$ cat config.mk
export PLATFORM = sky130hd
export DESIGN_NAME = acc_cpu
export DESIGN_NICKNAME = d
export VERILOG_FILES = /design/src/rtl/acc_cpu_pkg.sv /design/src/rtl/acc_cpu_ucode.sv /design/src/rtl/acc_cpu_seq.sv /design/src/rtl/acc_cpu_dp.sv /design/src/rtl/acc_cpu.sv
export SDC_FILE = /design/constraint.sdc
export NUM_CORES = 1
export LEC_CHECK = 0
export BUFFER_PORTS_ARGS = -buffer_cell sky130_fd_sc_hd__buf_2
export CAP_MARGIN = 25
export CORE_ASPECT_RATIO = 1.4
export CORE_MARGIN = 8
export CORE_UTILIZATION = 65
export CTS_BUF_LIST = sky130_fd_sc_hd__clkbuf_16
export DETAILED_ROUTE_END_ITERATION = 12
export GPL_TIMING_DRIVEN = 0
export PLACE_DENSITY_LB_ADDON = 0.12
export SLEW_MARGIN = 20
export SYNTH_ARGS = -nofsm -noshare
export SYNTH_HDL_FRONTEND = slang
export SYNTH_HIERARCHICAL = 1
export SYNTH_SLANG_ARGS = --single-unit
$ cat constraint.sdc
create_clock -name clk -period 8.6 [get_ports clk]
set_input_delay 0.43 -clock clk [delete_from_list [all_inputs] [get_ports clk]]
set_output_delay 0.43 -clock clk [all_outputs]
set_load 0.005 [all_outputs]
$ cat src/rtl/acc_cpu_pkg.sv
package acc_cpu_pkg;
  parameter int DATA_W = 16;
  parameter int ADDR_W = 8;
  parameter int OP_W   = 8;
  parameter int CAR_W  = 8;

  localparam logic [OP_W-1:0] OP_STORE  = 8'h01;
  localparam logic [OP_W-1:0] OP_LOAD   = 8'h02;
  localparam logic [OP_W-1:0] OP_ADD    = 8'h03;
  localparam logic [OP_W-1:0] OP_SUB    = 8'h04;
  localparam logic [OP_W-1:0] OP_JMPGZ  = 8'h05;
  localparam logic [OP_W-1:0] OP_AND    = 8'h06;
  localparam logic [OP_W-1:0] OP_OR     = 8'h07;
  localparam logic [OP_W-1:0] OP_NOT    = 8'h08;
  localparam logic [OP_W-1:0] OP_SHR    = 8'h09;
  localparam logic [OP_W-1:0] OP_SHL    = 8'h0A;
  localparam logic [OP_W-1:0] OP_MPY    = 8'h0B;
  localparam logic [OP_W-1:0] OP_HALT   = 8'h0C;
  localparam logic [OP_W-1:0] OP_LAST   = OP_HALT;

  // microcode address map
  localparam logic [CAR_W-1:0] UA_FETCH = 8'h00;
  localparam logic [CAR_W-1:0] UA_DISP  = 8'h10;
  localparam logic [CAR_W-1:0] UA_LOAD  = 8'h20;
  localparam logic [CAR_W-1:0] UA_ADD   = 8'h24;
  localparam logic [CAR_W-1:0] UA_SUB   = 8'h28;
  localparam logic [CAR_W-1:0] UA_AND   = 8'h2C;
  localparam logic [CAR_W-1:0] UA_OR    = 8'h30;
  localparam logic [CAR_W-1:0] UA_MPY   = 8'h34;
  localparam logic [CAR_W-1:0] UA_STORE = 8'h38;

  typedef enum logic [3:0] {
    ALU_NONE = 4'h0, ALU_ADD = 4'h3, ALU_SUB = 4'h4, ALU_AND = 4'h6,
    ALU_OR   = 4'h7, ALU_NOT = 4'h8, ALU_SHR = 4'h9, ALU_SHL = 4'hA,
    ALU_MPY  = 4'hB
  } alu_op_e;

  typedef struct packed {
    logic              pc_inc;
    logic              pc_ld_gz;
    logic              acc_clr;
    alu_op_e           alu;
    logic              mem_rd;
    logic              mem_wr;
    logic              mar_from_mbr;
    logic              mar_from_pc;
    logic              mbr_from_acc;
    logic              ir_ld;
    logic              br_ld;
    logic              car_inc;
    logic              car_jmp;
    logic              car_disp;
    logic              car_clr;
    logic              halt;
    logic [CAR_W-1:0]  next;
  } uword_t;

  function automatic logic acc_positive(input logic [DATA_W-1:0] a);
    return !a[DATA_W-1] && (|a);
  endfunction

  function automatic logic [DATA_W-1:0] alu_eval(input alu_op_e op,
                                                 input logic [DATA_W-1:0] a,
                                                 input logic [DATA_W-1:0] b);
    logic [2*DATA_W-1:0] prod;
    prod = {{DATA_W{1'b0}}, a} * {{DATA_W{1'b0}}, b};
    case (op)
      ALU_ADD: return a + b;
      ALU_SUB: return a - b;
      ALU_AND: return a & b;
      ALU_OR:  return a | b;
      ALU_NOT: return ~a;
      ALU_SHR: return {1'b0, a[DATA_W-1:1]};
      ALU_SHL: return {a[DATA_W-2:0], 1'b0};
      ALU_MPY: return prod[DATA_W-1:0];
      default: return a;
    endcase
  endfunction
endpackage

$ cat src/rtl/acc_cpu_ucode.sv
module acc_cpu_ucode
  import acc_cpu_pkg::*;
(
  input  logic [CAR_W-1:0] car,
  output uword_t           uw
);
  localparam logic [CAR_W-1:0] ONE = 1;
  localparam logic [CAR_W-1:0] TWO = 2;

  function automatic uword_t w_finish(input alu_op_e op);
    uword_t w = '0;
    w.alu = op; w.pc_inc = 1'b1; w.car_clr = 1'b1;
    return w;
  endfunction

  function automatic uword_t w_operand(input logic [CAR_W-1:0] target);
    uword_t w = '0;
    w.mar_from_mbr = 1'b1; w.car_jmp = 1'b1; w.next = target;
    return w;
  endfunction

  function automatic uword_t w_read();
    uword_t w = '0;
    w.mem_rd = 1'b1; w.car_inc = 1'b1;
    return w;
  endfunction

  function automatic uword_t w_latch_br();
    uword_t w = '0;
    w.br_ld = 1'b1; w.car_inc = 1'b1;
    return w;
  endfunction

  always_comb begin
    uw = '0;
    case (car)
      // fetch: address out, read word, capture opcode, dispatch
      UA_FETCH:       begin uw.mar_from_pc = 1'b1; uw.car_inc = 1'b1; end
      UA_FETCH + ONE: uw = w_read();
      UA_FETCH + TWO: begin uw.ir_ld = 1'b1; uw.car_inc = 1'b1; end
      UA_FETCH + 8'd3: uw.car_disp = 1'b1;
      // dispatch table at UA_DISP + opcode
      UA_DISP:        uw = w_finish(ALU_NONE);
      UA_DISP + CAR_W'(OP_STORE): begin
        uw = w_operand(UA_STORE); uw.mbr_from_acc = 1'b1;
      end
      UA_DISP + CAR_W'(OP_LOAD): begin
        uw = w_operand(UA_LOAD); uw.acc_clr = 1'b1;
      end
      UA_DISP + CAR_W'(OP_ADD):   uw = w_operand(UA_ADD);
      UA_DISP + CAR_W'(OP_SUB):   uw = w_operand(UA_SUB);
      UA_DISP + CAR_W'(OP_JMPGZ): begin uw.pc_ld_gz = 1'b1; uw.car_clr = 1'b1; end
      UA_DISP + CAR_W'(OP_AND):   uw = w_operand(UA_AND);
      UA_DISP + CAR_W'(OP_OR):    uw = w_operand(UA_OR);
      UA_DISP + CAR_W'(OP_NOT):   uw = w_finish(ALU_NOT);
      UA_DISP + CAR_W'(OP_SHR):   uw = w_finish(ALU_SHR);
      UA_DISP + CAR_W'(OP_SHL):   uw = w_finish(ALU_SHL);
      UA_DISP + CAR_W'(OP_MPY):   uw = w_operand(UA_MPY);
      UA_DISP + CAR_W'(OP_HALT): begin
        uw.halt = 1'b1; uw.car_jmp = 1'b1; uw.next = UA_DISP + CAR_W'(OP_HALT);
      end
      // memory-operand routines: read, latch BR, operate
      UA_LOAD:        uw = w_read();
      UA_LOAD + ONE:  uw = w_latch_br();
      UA_LOAD + TWO:  uw = w_finish(ALU_ADD);
      UA_ADD:         uw = w_read();
      UA_ADD + ONE:   uw = w_latch_br();
      UA_ADD + TWO:   uw = w_finish(ALU_ADD);
      UA_SUB:         uw = w_read();
      UA_SUB + ONE:   uw = w_latch_br();
      UA_SUB + TWO:   uw = w_finish(ALU_SUB);
      UA_AND:         uw = w_read();
      UA_AND + ONE:   uw = w_latch_br();
      UA_AND + TWO:   uw = w_finish(ALU_AND);
      UA_OR:          uw = w_read();
      UA_OR + ONE:    uw = w_latch_br();
      UA_OR + TWO:    uw = w_finish(ALU_OR);
      UA_MPY:         uw = w_read();
      UA_MPY + ONE:   uw = w_latch_br();
      UA_MPY + TWO:   uw = w_finish(ALU_MPY);
      UA_STORE: begin uw.mem_wr = 1'b1; uw.pc_inc = 1'b1; uw.car_clr = 1'b1; end
      default:        uw.car_clr = 1'b1;
    endcase
  end
endmodule

$ cat src/rtl/acc_cpu_seq.sv
module acc_cpu_seq
  import acc_cpu_pkg::*;
(
  input  logic             clk,
  input  logic             rst_n,
  input  uword_t           uw,
  input  logic [OP_W-1:0]  ir,
  output logic [CAR_W-1:0] car
);
  logic             op_undefined;
  logic [CAR_W-1:0] disp_tgt;

  assign op_undefined = (ir == '0) || (ir > OP_LAST);
  assign disp_tgt     = op_undefined ? UA_DISP : UA_DISP + CAR_W'(ir);

  always_ff @(posedge clk or negedge rst_n) begin
    if (!rst_n)           car <= UA_FETCH;
    else if (uw.car_clr)  car <= UA_FETCH;
    else if (uw.car_disp) car <= disp_tgt;
    else if (uw.car_jmp)  car <= uw.next;
    else if (uw.car_inc)  car <= car + 1'b1;
  end

  // the halt word keeps the control address fixed
  p_halt_loops_r9: assert property (@(posedge clk) disable iff (!rst_n)
    uw.halt |=> car == $past(car));
  // a dispatch always lands inside the opcode table
  p_dispatch_in_table_r2: assert property (@(posedge clk) disable iff (!rst_n)
    uw.car_disp |=> (car >= UA_DISP) && (car <= UA_DISP + CAR_W'(OP_LAST)));
  // an undefined opcode lands on the skip entry
  p_undef_to_skip_r10: assert property (@(posedge clk) disable iff (!rst_n)
    uw.car_disp && op_undefined |=> car == UA_DISP);
endmodule

$ cat src/rtl/acc_cpu_dp.sv
module acc_cpu_dp
  import acc_cpu_pkg::*;
(
  input  logic              clk,
  input  logic              rst_n,
  input  uword_t            uw,
  input  logic [DATA_W-1:0] mem_rdata,
  output logic [ADDR_W-1:0] mar,
  output logic [DATA_W-1:0] mbr,
  output logic [OP_W-1:0]   ir
);
  logic [ADDR_W-1:0] pc;
  logic [DATA_W-1:0] br, acc;
  logic              acc_pos;
  logic [ADDR_W-1:0] addr_field;

  assign acc_pos    = acc_positive(acc);
  assign addr_field = mbr[ADDR_W-1:0];

  always_ff @(posedge clk or negedge rst_n) begin
    if (!rst_n) begin
      pc <= '0; mar <= '0; mbr <= '0; ir <= '0; br <= '0; acc <= '0;
    end else begin
      if (uw.mar_from_pc)       mar <= pc;
      else if (uw.mar_from_mbr) mar <= addr_field;

      if (uw.mem_rd)            mbr <= mem_rdata;
      else if (uw.mbr_from_acc) mbr <= acc;

      if (uw.ir_ld) ir <= mbr[DATA_W-1 -: OP_W];
      if (uw.br_ld) br <= mbr;

      if (uw.acc_clr)               acc <= '0;
      else if (uw.alu != ALU_NONE)  acc <= alu_eval(uw.alu, acc, br);

      if (uw.pc_ld_gz)    pc <= acc_pos ? addr_field : pc + 1'b1;
      else if (uw.pc_inc) pc <= pc + 1'b1;
    end
  end

  // write data is the accumulator, which the write leaves untouched
  p_store_data_r5: assert property (@(posedge clk) disable iff (!rst_n)
    uw.mem_wr |-> mbr == acc);
  p_store_keeps_acc_r5: assert property (@(posedge clk) disable iff (!rst_n)
    uw.mem_wr |=> $stable(acc));
  // taken and not-taken conditional jump
  p_jump_taken_r6: assert property (@(posedge clk) disable iff (!rst_n)
    uw.pc_ld_gz && acc_pos |=> pc == $past(addr_field));
  p_jump_fall_r6: assert property (@(posedge clk) disable iff (!rst_n)
    uw.pc_ld_gz && !acc_pos |=> pc == $past(pc) + 1'b1);
  // the fetch address follows the program counter
  p_fetch_addr_r1: assert property (@(posedge clk) disable iff (!rst_n)
    uw.mar_from_pc |=> mar == $past(pc));
endmodule

$ cat src/rtl/acc_cpu.sv
module acc_cpu
  import acc_cpu_pkg::*;
(
  input  logic              clk,
  input  logic              rst_n,
  output logic [ADDR_W-1:0] mem_addr,
  input  logic [DATA_W-1:0] mem_rdata,
  output logic [DATA_W-1:0] mem_wdata,
  output logic              mem_we,
  output logic              halted
);
  uword_t           uw;
  logic [CAR_W-1:0] car;
  logic [OP_W-1:0]  ir;

  acc_cpu_ucode u_ucode (.car(car), .uw(uw));

  acc_cpu_seq u_seq (
    .clk(clk), .rst_n(rst_n), .uw(uw), .ir(ir), .car(car)
  );

  acc_cpu_dp u_dp (
    .clk(clk), .rst_n(rst_n), .uw(uw), .mem_rdata(mem_rdata),
    .mar(mem_addr), .mbr(mem_wdata), .ir(ir)
  );

  assign mem_we = uw.mem_wr;
  assign halted = uw.halt;

  // a halted core stays quiet on the memory bus
  p_halt_no_write_r9: assert property (@(posedge clk) disable iff (!rst_n)
    halted |-> !mem_we);
  p_halt_addr_still_r9: assert property (@(posedge clk) disable iff (!rst_n)
    halted && $past(halted) |-> $stable(mem_addr));
  p_halt_sticky_r9: assert property (@(posedge clk) disable iff (!rst_n)
    halted |=> halted);
endmodule

==> results_dict.tcl, run 1 <==
set metrics [dict create \
    slowest_stage "clkbuf_1" \
    p_per_area_nw_per_um2 381.0 \
    vdd_drop_max_uv 275.3 \
    ys_seq_elements 80 \
    cts_tree "done" \
    first_global_vias 9199 \
    end_kind "flip-flop" \
    path_class "reg2reg" \
    dr.pass1.iters 6 \
    hold_path_class "in2async" \
    yosys_warnings 6 \
    switching_share_pct 52.36 \
    drtAntennaViolNets 0 \
    worst_pin_slew_ns 0.9895 \
    critPathLaunchType "flip-flop" \
    htreeDepth 3 \
    clk_pin_slew_ns 0.06 \
    place_ws_ns 2.022 \
    initial_core_util_pct 66.39 \
    fp-row-count 53 \
    setup_tns_ns 0 \
    fmax_ghz 0.1491 \
    met3_usage_pct 5.274 \
    drive_gt1_share_pct 11.01 \
    power_frac_comb_pct 71.9 \
    netlist_top_cells_area "dfrtp_1, fa_1, ha_1" \
    drc 0 \
    crit_top_cell "fa_1" \
    ioPinCount 44 \
    grt_max_degree 46 \
    async_reset_ff_share_pct 100.0 \
    final_util_pct 71.84 \
    fin_crit_sh_pct 77.99 \
    clock_sinks 80 \
    vias_per_cell 6.248 \
    clockPowerShare_pct 10.3 \
    drt_iter0_markers 706 \
    drv_slew 0 \
    cts-resized-gates 0 \
    syn_to_final_growth_pct 8.212 \
    worstSkewPairLatency_ns 0.33 \
    coreArea_sq_um 14990 \
    holdBufCountCts 0 \
    cts.path.max_buffers 2 \
    num_vias 8916 \
    synth.cell_area_sq_um 9950 \
    die_height_microns 162.4 \
    sequentialPowerShare_pct 17.9 \
    hold_ws_ns 0.08992 \
    grt.met2_usage_pct 53.94 \
    synth.top_cell.area_share_pct 20.12 \
    dieArea_sq_um 19580 \
    syn_area_per_cell_sq_um 8.489 \
    num_antenna_cells 0 \
    grt_overflow_total 0 \
    gp_congestion 0.9961 \
    total_power_mw 4.102 \
    timing.final.ws_setup_ns 1.893 \
    crit_arrival_ns 6.97 \
    rsz0062_at_grt "false" \
    wl_per_cell_microns 21.01 \
    setup_viol 0 \
    relSlewSlack_pct 33.42 \
    dp.cells 1411 \
    grt.met1_usage_pct 34.82 \
    r2r_slack_ns 1.89 \
    final_cell_area_sq_um 10770 \
    final_nets 1400 \
    synth_edf_count 0 \
    cts_root_buffer "clkbuf_16" \
    drv_cap 0 \
    synthesis.instances 1172 \
    synth_flop_cell "dfrtp_1" \
    grt_antenna_before_repair 0 \
    postCtsSetupBuffers 0 \
    ys_seq_area_share_pct 20.12 \
    hpwl_microns 23120 \
    numPortBuffers 43 \
    path_max_fanout 10 \
    run_status "completed" \
    period_minus_slack_ns 6.707 \
    yosys.cell_types.count 78 \
    grtUsageTotal_pct 31.32 \
    power_switching_mw 2.148 \
    grt_first_pass_wirelength_microns 47770 \
    finalNonFillerCells 1427 \
    cp_slowest_stage_delay_ns 0.59 \
    drt-total-wl_microns 29990 \
    cp.required_ns 8.86 \
    busiest_layer "met2" \
    finalHoldViolations 0 \
    die_w_microns 120.6 \
    numCtsBuffers 9 \
    dpl_cell_area_sq_um 10440 \
    skew_ns 0.005585 \
    leakage_nw 4.930 \
    yosysTopAreaCell "dfrtp_1" \
    p_int_mw 1.954 \
    cp_cell_sequence "clkbuf_1, clkbuf_1, and2_1, fa_1, fa_1, ha_1, fa_1, inv_1, fa_1, fa_1, inv_1, ha_1, o21ai_0, nand2b_1, nand3_1, o21ba_2, a31oi_1, o311ai_0, a32o_1" \
]
## synthesized netlist by cell type, drive strengths merged (6+ instances only)
master and instances:
nor2b 7, or3 6, and2 65, mux2i 31
nand4 8, o2111ai 13, nor2 58, nand2 151
dfrtp 80, clkbuf 57, and3 8, a221oi 7
ha 71, nand3 19, fa 81, nor4 9
o21a 9, inv 128, o211ai 6, mux2 23
buf 27, o21ai 77, xnor2 45, a211oi 6
o22ai 8, nor3 17, nand2b 13, a21oi 50
o31ai 8, xor2 22, a31oi 9
## critical path: cells and delay by family, from the launching register on
kind,cells,cell delay (ns)
flip-flops,1,0.45
AND/OR/NAND/NOR,3,0.52
AO/OA/AOI/OAI,5,1.30
buffers and inverters,4,1.27
adder cells (fa/ha/maj),7,3.07
## flip-flops by register name, indices dropped and copies added, names as in the netlist
| name | flops |
|---|---|
| u_dp/acc | 16 |
| u_dp/br | 16 |
| u_dp/ir | 8 |
| u_dp/mar | 8 |
| u_dp/mbr | 16 |
| u_dp/pc | 8 |
| u_seq/car | 8 |
## cell usage in the layout, fill, tap and decap left out, types with 7 or more instances in the layout
cell	netlist	routed
nand2_1	150	150
inv_1	127	127
fa_1	81	81
dfrtp_1	80	80
o21ai_0	75	75
ha_1	71	71
and2_1	61	61
nor2_1	56	56
clkbuf_1	53	53
buf_2	9	51
a21oi_1	49	49
xnor2_1	44	44
mux2i_1	31	31
mux2_2	23	23
xor2_1	22	22
nand3_1	18	18
buf_4	13	14
nor3_1	14	14
nand2b_1	13	13
o2111ai_1	13	13
clkbuf_16	0	9
o21a_1	9	9
o31ai_1	8	8
nand4_1	8	8
and3_1	8	8
a31oi_1	8	8
o22ai_1	8	8
nor2b_1	7	7
nor4_1	7	7
## power by group through the flow
stage	clock [mW]	sequential [mW]	combinational (mW)
detailed placement	0	0.729	2.86
global placement	0	0.726	2.80
finish	0.422	0.732	2.95
floorplan	0	0.667	2.13
global route	0.438	0.751	3.27
CTS	0.424	0.726	2.90
## kinds of logic after synthesis
kind of cell / after synthesis / synth area share, %
AO/OA/AOI/OAI: 233 / 15.18
XOR/XNOR: 68 / 6.200
adder cells (fa/ha/maj): 152 / 25.23
buffers and inverters: 212 / 8.803
flip-flops: 80 / 20.12
multiplexers: 54 / 5.722
other: 1 / 0.03769
AND/OR/NAND/NOR: 372 / 18.71
## final cells by class
| class | count | area (sq um) |
|---|---|---|
| multi-input cells | 883 | 7083 |
| fillers | 1227 | 4220 |
| flip-flops and latches | 80 | 2002 |
| inverters | 128 | 480.5 |
| plain buffers | 84 | 395.4 |
| well taps | 192 | 240.2 |
| repair buffers | 44 | 237.7 |
| clock buffers | 9 | 225.2 |
| clock inverters | 7 | 102.6 |
## final timing paths
check / from / end / cells past startpoint
hold / removal: rst_n / u_seq/car[3] / 1
max in group asynchronous: rst_n / u_dp/acc[2] / 2
hold reg to reg: u_dp/ir[6] / u_dp/ir[6] / 1
setup reg to reg: u_dp/acc[3] / u_dp/acc[14] / 19
setup / recovery: u_dp/acc[3] / u_dp/acc[14] / 19
min in group clk: mem_rdata[7] / u_dp/mbr[7] / 3
## per-layer routing
metal  part of all wire, %  vias to the layer above
met5                     0                        -
met1                    36                     4284
li1                      -                     4029
met3                   7.8                      135
met2                    50                      468
met4                   6.5                        0
Power figures use the tool's default switching activity.
==> run 2, diff against run 1 <==
Settings changed: CORE_UTILIZATION 65 to 64.
Clock period 8.6 ns to 6.3 ns, I/O delays scaled along.
==> run 2 against run 1 <==
Combinational power increased by 35%. Clock-buffer cell count unchanged. Largest cell class unchanged. Global-route usage down 0.69 points. Hold slack worse by 0.089 ns. Non-clock buffer count shrank 6.
==> results_dict.tcl, run 2 (synthesized netlist as in run 1, its figures left out) <==
set metrics [dict create \
    finalNonFillerCells 1425 \
    n_fill_cell 1330 \
    r2r_slack_ns 0.17 \
    final_common_cell "nand2_1" \
    crit_cells 19 \
    fin_crit_sh_pct 97.24 \
    vias_per_cell 6.181 \
    hold_path_class "in2async" \
    path_class "reg2reg" \
    critPathLaunchType "flip-flop" \
    drive_gt1_share_pct 12.61 \
    p_per_area_nw_per_um2 514.1 \
    clockPowerShare_pct 9.7 \
    numPortBuffers 43 \
    drt-total-wl_microns 29650 \
    drv_slew 0 \
    die_w_microns 121.4 \
    finalHoldViolations 0 \
    rsz0062_at_grt "false" \
    holdBufCountCts 0 \
    crit-reg2reg-capture "u_dp/acc[14]" \
    clk_pin_slew_ns 0.07 \
    run_status "completed" \
    cts.path.max_buffers 2 \
    final_nets 1394 \
    power_frac_comb_pct 72.2 \
    power_switching_mw 2.901 \
    dr.pass1.iters 7 \
    critPathBufInv 4 \
    reg.largest.list "u_dp/acc (16), u_dp/br (16), u_dp/mbr (16)" \
    fmax_ghz 0.1632 \
    grt_overflow_total 0 \
    drc 0 \
    htreeDepth 3 \
    slowest_stage "fa_1" \
    setup_tns_ns 0 \
    timing.final.ws_setup_ns 0.1741 \
    timing.critical_path.to "u_dp/acc[14]" \
    period_minus_slack_ns 6.126 \
    skew_ns 0.009979 \
    num_vias 8808 \
    worstSkewPairLatency_ns 0.34 \
    cp-startpoint "u_dp/acc[1]" \
    clock_sinks 80 \
    multi_input_area_sq_um 7089 \
    relSlewSlack_pct 35.93 \
    final_util_pct 69.81 \
    dieArea_sq_um 19850 \
    drtAntennaViolNets 0 \
    initial_core_util_pct 64.59 \
    cp_cell_sequence "clkbuf_2, clkbuf_2, and2_1, fa_1, fa_1, ha_1, fa_1, inv_1, fa_1, fa_1, inv_1, ha_1, o21ai_0, nand2b_1, nand3_1, o21ba_2, a31oi_1, o311ai_0, a32o_1" \
    wl_per_cell_microns 20.81 \
    cts_root_buffer "clkbuf_16" \
    drt_iter0_markers 706 \
    cp_slowest_stage_delay_ns 0.55 \
    num_antenna_cells 0 \
    grtUsageTotal_pct 30.62 \
    critPathTopFamily "adder cells" \
    grt_antenna_before_repair 0 \
    r2r.worst_path.cells 19 \
    numCtsBuffers 9 \
    grt_first_pass_wirelength_microns 47290 \
    place_ws_ns -0.3414 \
    syn_to_final_growth_pct 8.086 \
    dp.cells 1415 \
    end_kind "flip-flop" \
    ioPinCount 44 \
    grt_max_degree 50 \
    seqCellArea_sq_um 2002 \
    drv_cap 0 \
    fp-row-count 54 \
    cts_tree "done" \
    crit_top_cell "fa_1" \
    hpwl_microns 23110 \
    layout_common_cells "nand2_1, inv_1, fa_1, dfrtp_1, o21ai_0" \
    switching_share_pct 52.47 \
    path_max_fanout 10 \
    worst_pin_slew_ns 0.9538 \
    sequentialPowerShare_pct 18.1 \
    reg2reg_from "u_dp/acc[1]" \
    setup_viol 0 \
    gp_congestion 0.9906 \
    crit_arrival_ns 6.39 \
    postCtsSetupBuffers 0 \
    die_height_microns 163.5 \
    leakage_nw 4.973 \
    p_int_mw 2.627 \
    vdd_drop_max_uv 383.0 \
    first_global_vias 9069 \
    coreArea_sq_um 15400 \
    cp.required_ns 6.56 \
]
==> run 2: area by class of cell <==
type,instances,share of cell area [%]
multi-input combinational,883,65.92
tap,196,2.280
inverter,128,4.468
clock inverter,7,0.7213
sequential,80,18.62
buffer,78,3.688
timing repair buffer,44,2.211
clock buffer,9,2.094
==> run 2: power groups by stage <==
| stage | clock, mW | combinational [mW] | sequential, mW |
|---|---|---|---|
| 2_1_floorplan | 0 | 2.91 | 0.910 |
| 3_3_place_gp | 0 | 3.83 | 0.990 |
| 3_5_place_dp | 0 | 3.92 | 0.997 |
| 4_1_cts | 0.540 | 3.95 | 0.991 |
| 5_1_grt | 0.562 | 4.42 | 1.02 |
| 6_report | 0.536 | 3.99 | 1.00 |
==> run 2: stage by stage <==
step                      power [mW]  cell area [sq um]  hold slack (ns)
final                          5.528              10750        0.0004536
after global routing           6.001              10750          0.04756
after CTS                      5.485              10750          0.02601
after detailed placement       4.914              10440           0.3863
after global placement         4.818              10420           0.4874
after floorplan                3.821               9961          0.01941
==> run 2: routing by layer <==
layer	GRT usage, %	wire length, microns
met1	35.20	11180
met5	0	0
met3	3.528	1889
met2	53.67	14880
met4	17.73	1702
==> run 2: worst min-delay path by stage <==
stage,start,slack (ns),endpoint
detailed placement,rst_n,0.39,u_seq/car[7]
global placement,u_dp/ir[6],0.49,u_dp/ir[6]
floorplan,rst_n,0.02,u_dp/acc[0]
CTS,rst_n,0.03,u_seq/car[7]
global route,rst_n,0.05,u_seq/car[7]
finish,rst_n,0.0005,u_seq/car[7]
==> run 2: what timing repair did <==
action,in CTS,in global routing
resized for setup,8,26
endpoints found under the setup margin,5,4
pin swaps,0,0
==> run 3, diff against run 2 <==
Settings changed: PLACE_DENSITY set to 0.8, PLACE_DENSITY_LB_ADDON 0.12 to not set.
==> run 3 against run 2 <==
Critical path depth is 1 lower. Final cell count is 0.49% lower. Maximum frequency is 0.63% lower. Critical path type unchanged. Highest routed layer unchanged.
==> results_dict.tcl, run 3 (synthesized netlist as in run 1, its figures left out) <==
set metrics [dict create \
    run_status "completed" \
    r2r.worst_path.cells 18 \
    critPathBufInv 5 \
    grt_overflow_total 0 \
    worst_pin_slew_ns 1.080 \
    end_kind "flip-flop" \
    vdd_drop_max_uv 372.6 \
    grt.met1_usage_pct 36.44 \
    die_w_microns 121.4 \
    grt_max_degree 47 \
    clk_pin_slew_ns 0.07 \
    final_util_pct 69.84 \
    drc 0 \
    num_vias 9029 \
    drt-total-wl_microns 31250 \
    crit-reg2reg-capture "u_dp/acc[12]" \
    relSlewSlack_pct 27.80 \
    drt_iter0_markers 679 \
    slowest_stage "fa_1" \
    wl_per_cell_microns 22.04 \
    ioPinCount 44 \
    crit_top_cell "fa_1" \
    htreeDepth 3 \
    period_minus_slack_ns 6.164 \
    worstSkewPairLatency_ns 0.34 \
    reg2reg_from "u_dp/br[6]" \
    reg.largest.list "u_dp/acc (16), u_dp/br (16), u_dp/mbr (16)" \
    coreArea_sq_um 15400 \
    holdPathEnd "u_dp/mbr[5]" \
    crit_arrival_ns 6.35 \
    critPathLaunchType "flip-flop" \
    grt_antenna_before_repair 0 \
    grt.met2_usage_pct 58.03 \
    dieArea_sq_um 19850 \
    r2r_slack_ns 0.14 \
    critPathTopFamily "adder cells" \
    numPortBuffers 43 \
    cts_tree "done" \
    numCtsBuffers 9 \
    met3_usage_pct 6.192 \
    total_power_mw 5.650 \
    leakage_nw 4.963 \
    drive_gt1_share_pct 12.52 \
    gp_congestion 1.070 \
    finalHoldViolations 0 \
    fp-row-count 54 \
    vias_per_cell 6.367 \
    skew_ns 0.01259 \
    grt_first_pass_wirelength_microns 50760 \
    dr.pass1.iters 6 \
    cp.required_ns 6.48 \
    worstHoldStart "mem_rdata[5]" \
    rsz0062_at_grt "false" \
    hpwl_microns 24260 \
    cp_slowest_stage_delay_ns 0.57 \
    first_global_vias 9542 \
    cts.path.max_buffers 2 \
    num_antenna_cells 0 \
    drv_cap 0 \
    cts_root_buffer "clkbuf_16" \
    setup_viol 0 \
    min_path_cells 3 \
    hold_ws_ns 0.1774 \
    fmax_ghz 0.1622 \
    hold_path_class "in2reg" \
    path_max_fanout 10 \
    drtAntennaViolNets 0 \
    clock_sinks 80 \
    n_fill_cell 1248 \
    path_class "reg2reg" \
    final_nets 1387 \
    cp_cell_sequence "clkbuf_2, and2_1, fa_1, inv_1, fa_1, fa_1, fa_1, inv_1, fa_1, inv_1, fa_1, inv_1, ha_1, nand3_1, o21ba_2, mux2i_1, a211oi_1, o21ai_0" \
    syn_to_final_growth_pct 8.137 \
    final_common_cell "nand2_1" \
    drv_slew 0 \
    layout_common_cells "nand2_1, inv_1, fa_1, dfrtp_1, o21ai_0" \
    grtUsageTotal_pct 33.28 \
    p_per_area_nw_per_um2 525.2 \
    fin_crit_sh_pct 97.85 \
    initial_core_util_pct 64.59 \
    postCtsSetupBuffers 0 \
    die_height_microns 163.5 \
    busiest_layer "met2" \
]
==> run 3: cell count changes in the layout (fill, tap and decap cells not counted), sizes merged <==
cell	previous run	this run
buf	74	71
clkbuf	57	52
clkinvlp	1	0
dlygate4sd3	0	1
inv	131	132
==> run 3: worst max path at each step <==
| stage | start | endpoint | slack, ns | depth (start not counted) |
|---|---|---|---|---|
| 2_1_floorplan | u_dp/acc[5] | u_dp/acc[15] | 0.74 | 20 |
| 3_3_place_gp | u_dp/acc[4] | u_dp/acc[14] | -0.56 | 18 |
| 3_5_place_dp | u_dp/acc[4] | u_dp/acc[14] | -0.54 | 18 |
| 4_1_cts | u_dp/acc[2] | u_dp/acc[14] | 0.006 | 19 |
| 5_1_grt | u_dp/acc[6] | u_dp/acc[15] | 0.008 | 20 |
| 6_report | u_dp/br[6] | u_dp/acc[12] | 0.14 | 18 |
==> run 3: what timing repair did <==
item                                   4_1_cts  5_1_grt
resized for setup                            9       18
setup endpoints to repair                    5        6
hold buffers                                 1        0
endpoints found under the hold margin       34        0
==> run 3: cell type report <==
| class | instances | area [sq um] | area share, % |
|---|---|---|---|
| multi-input cells | 883 | 7099 | 65.98 |
| plain buffers | 70 | 364.1 | 3.384 |
| repair buffers | 45 | 255.2 | 2.372 |
| clock buffers | 9 | 225.2 | 2.093 |
| inverters | 128 | 480.5 | 4.466 |
| well taps | 196 | 245.2 | 2.279 |
| flip-flops and latches | 80 | 2003 | 18.62 |
| clock inverters | 7 | 86.33 | 0.8024 |
==> run 3: worst min-delay path, stage by stage <==
cell and delay, ns:
buf_2 0.07, nand2_1 0.04, o21ai_0 0.05
==> run 3: report_power, final <==
part           switching, mW  internal (mW)  total [mW]
Sequential             0.321          0.727        1.05
Combinational           2.46           1.59        4.05
Clock                  0.233          0.317       0.550
==> run 3: layer usage <==
| layer | vias to the layer above | part of all wire, % |
|---|---|---|
| met5 | - | 0 |
| met4 | 0 | 6.5 |
| met3 | 140 | 7.4 |
| met2 | 493 | 51 |
| met1 | 4385 | 35 |
| li1 | 4011 | - |
==> run 3: through the flow <==
step / setup TNS [ns] / setup WS, ns / instances / cell area [sq um]
6_report: 0 / 0.1355 / 1418 / 10760
5_1_grt: 0 / 0.007645 / 1418 / 10760
4_1_cts: 0 / 0.005520 / 1429 / 10770
3_5_place_dp: -1.295 / -0.5439 / 1415 / 10450
3_3_place_gp: -1.244 / -0.5556 / 1414 / 10420
2_1_floorplan: 0 / 0.7398 / 1175 / 9961
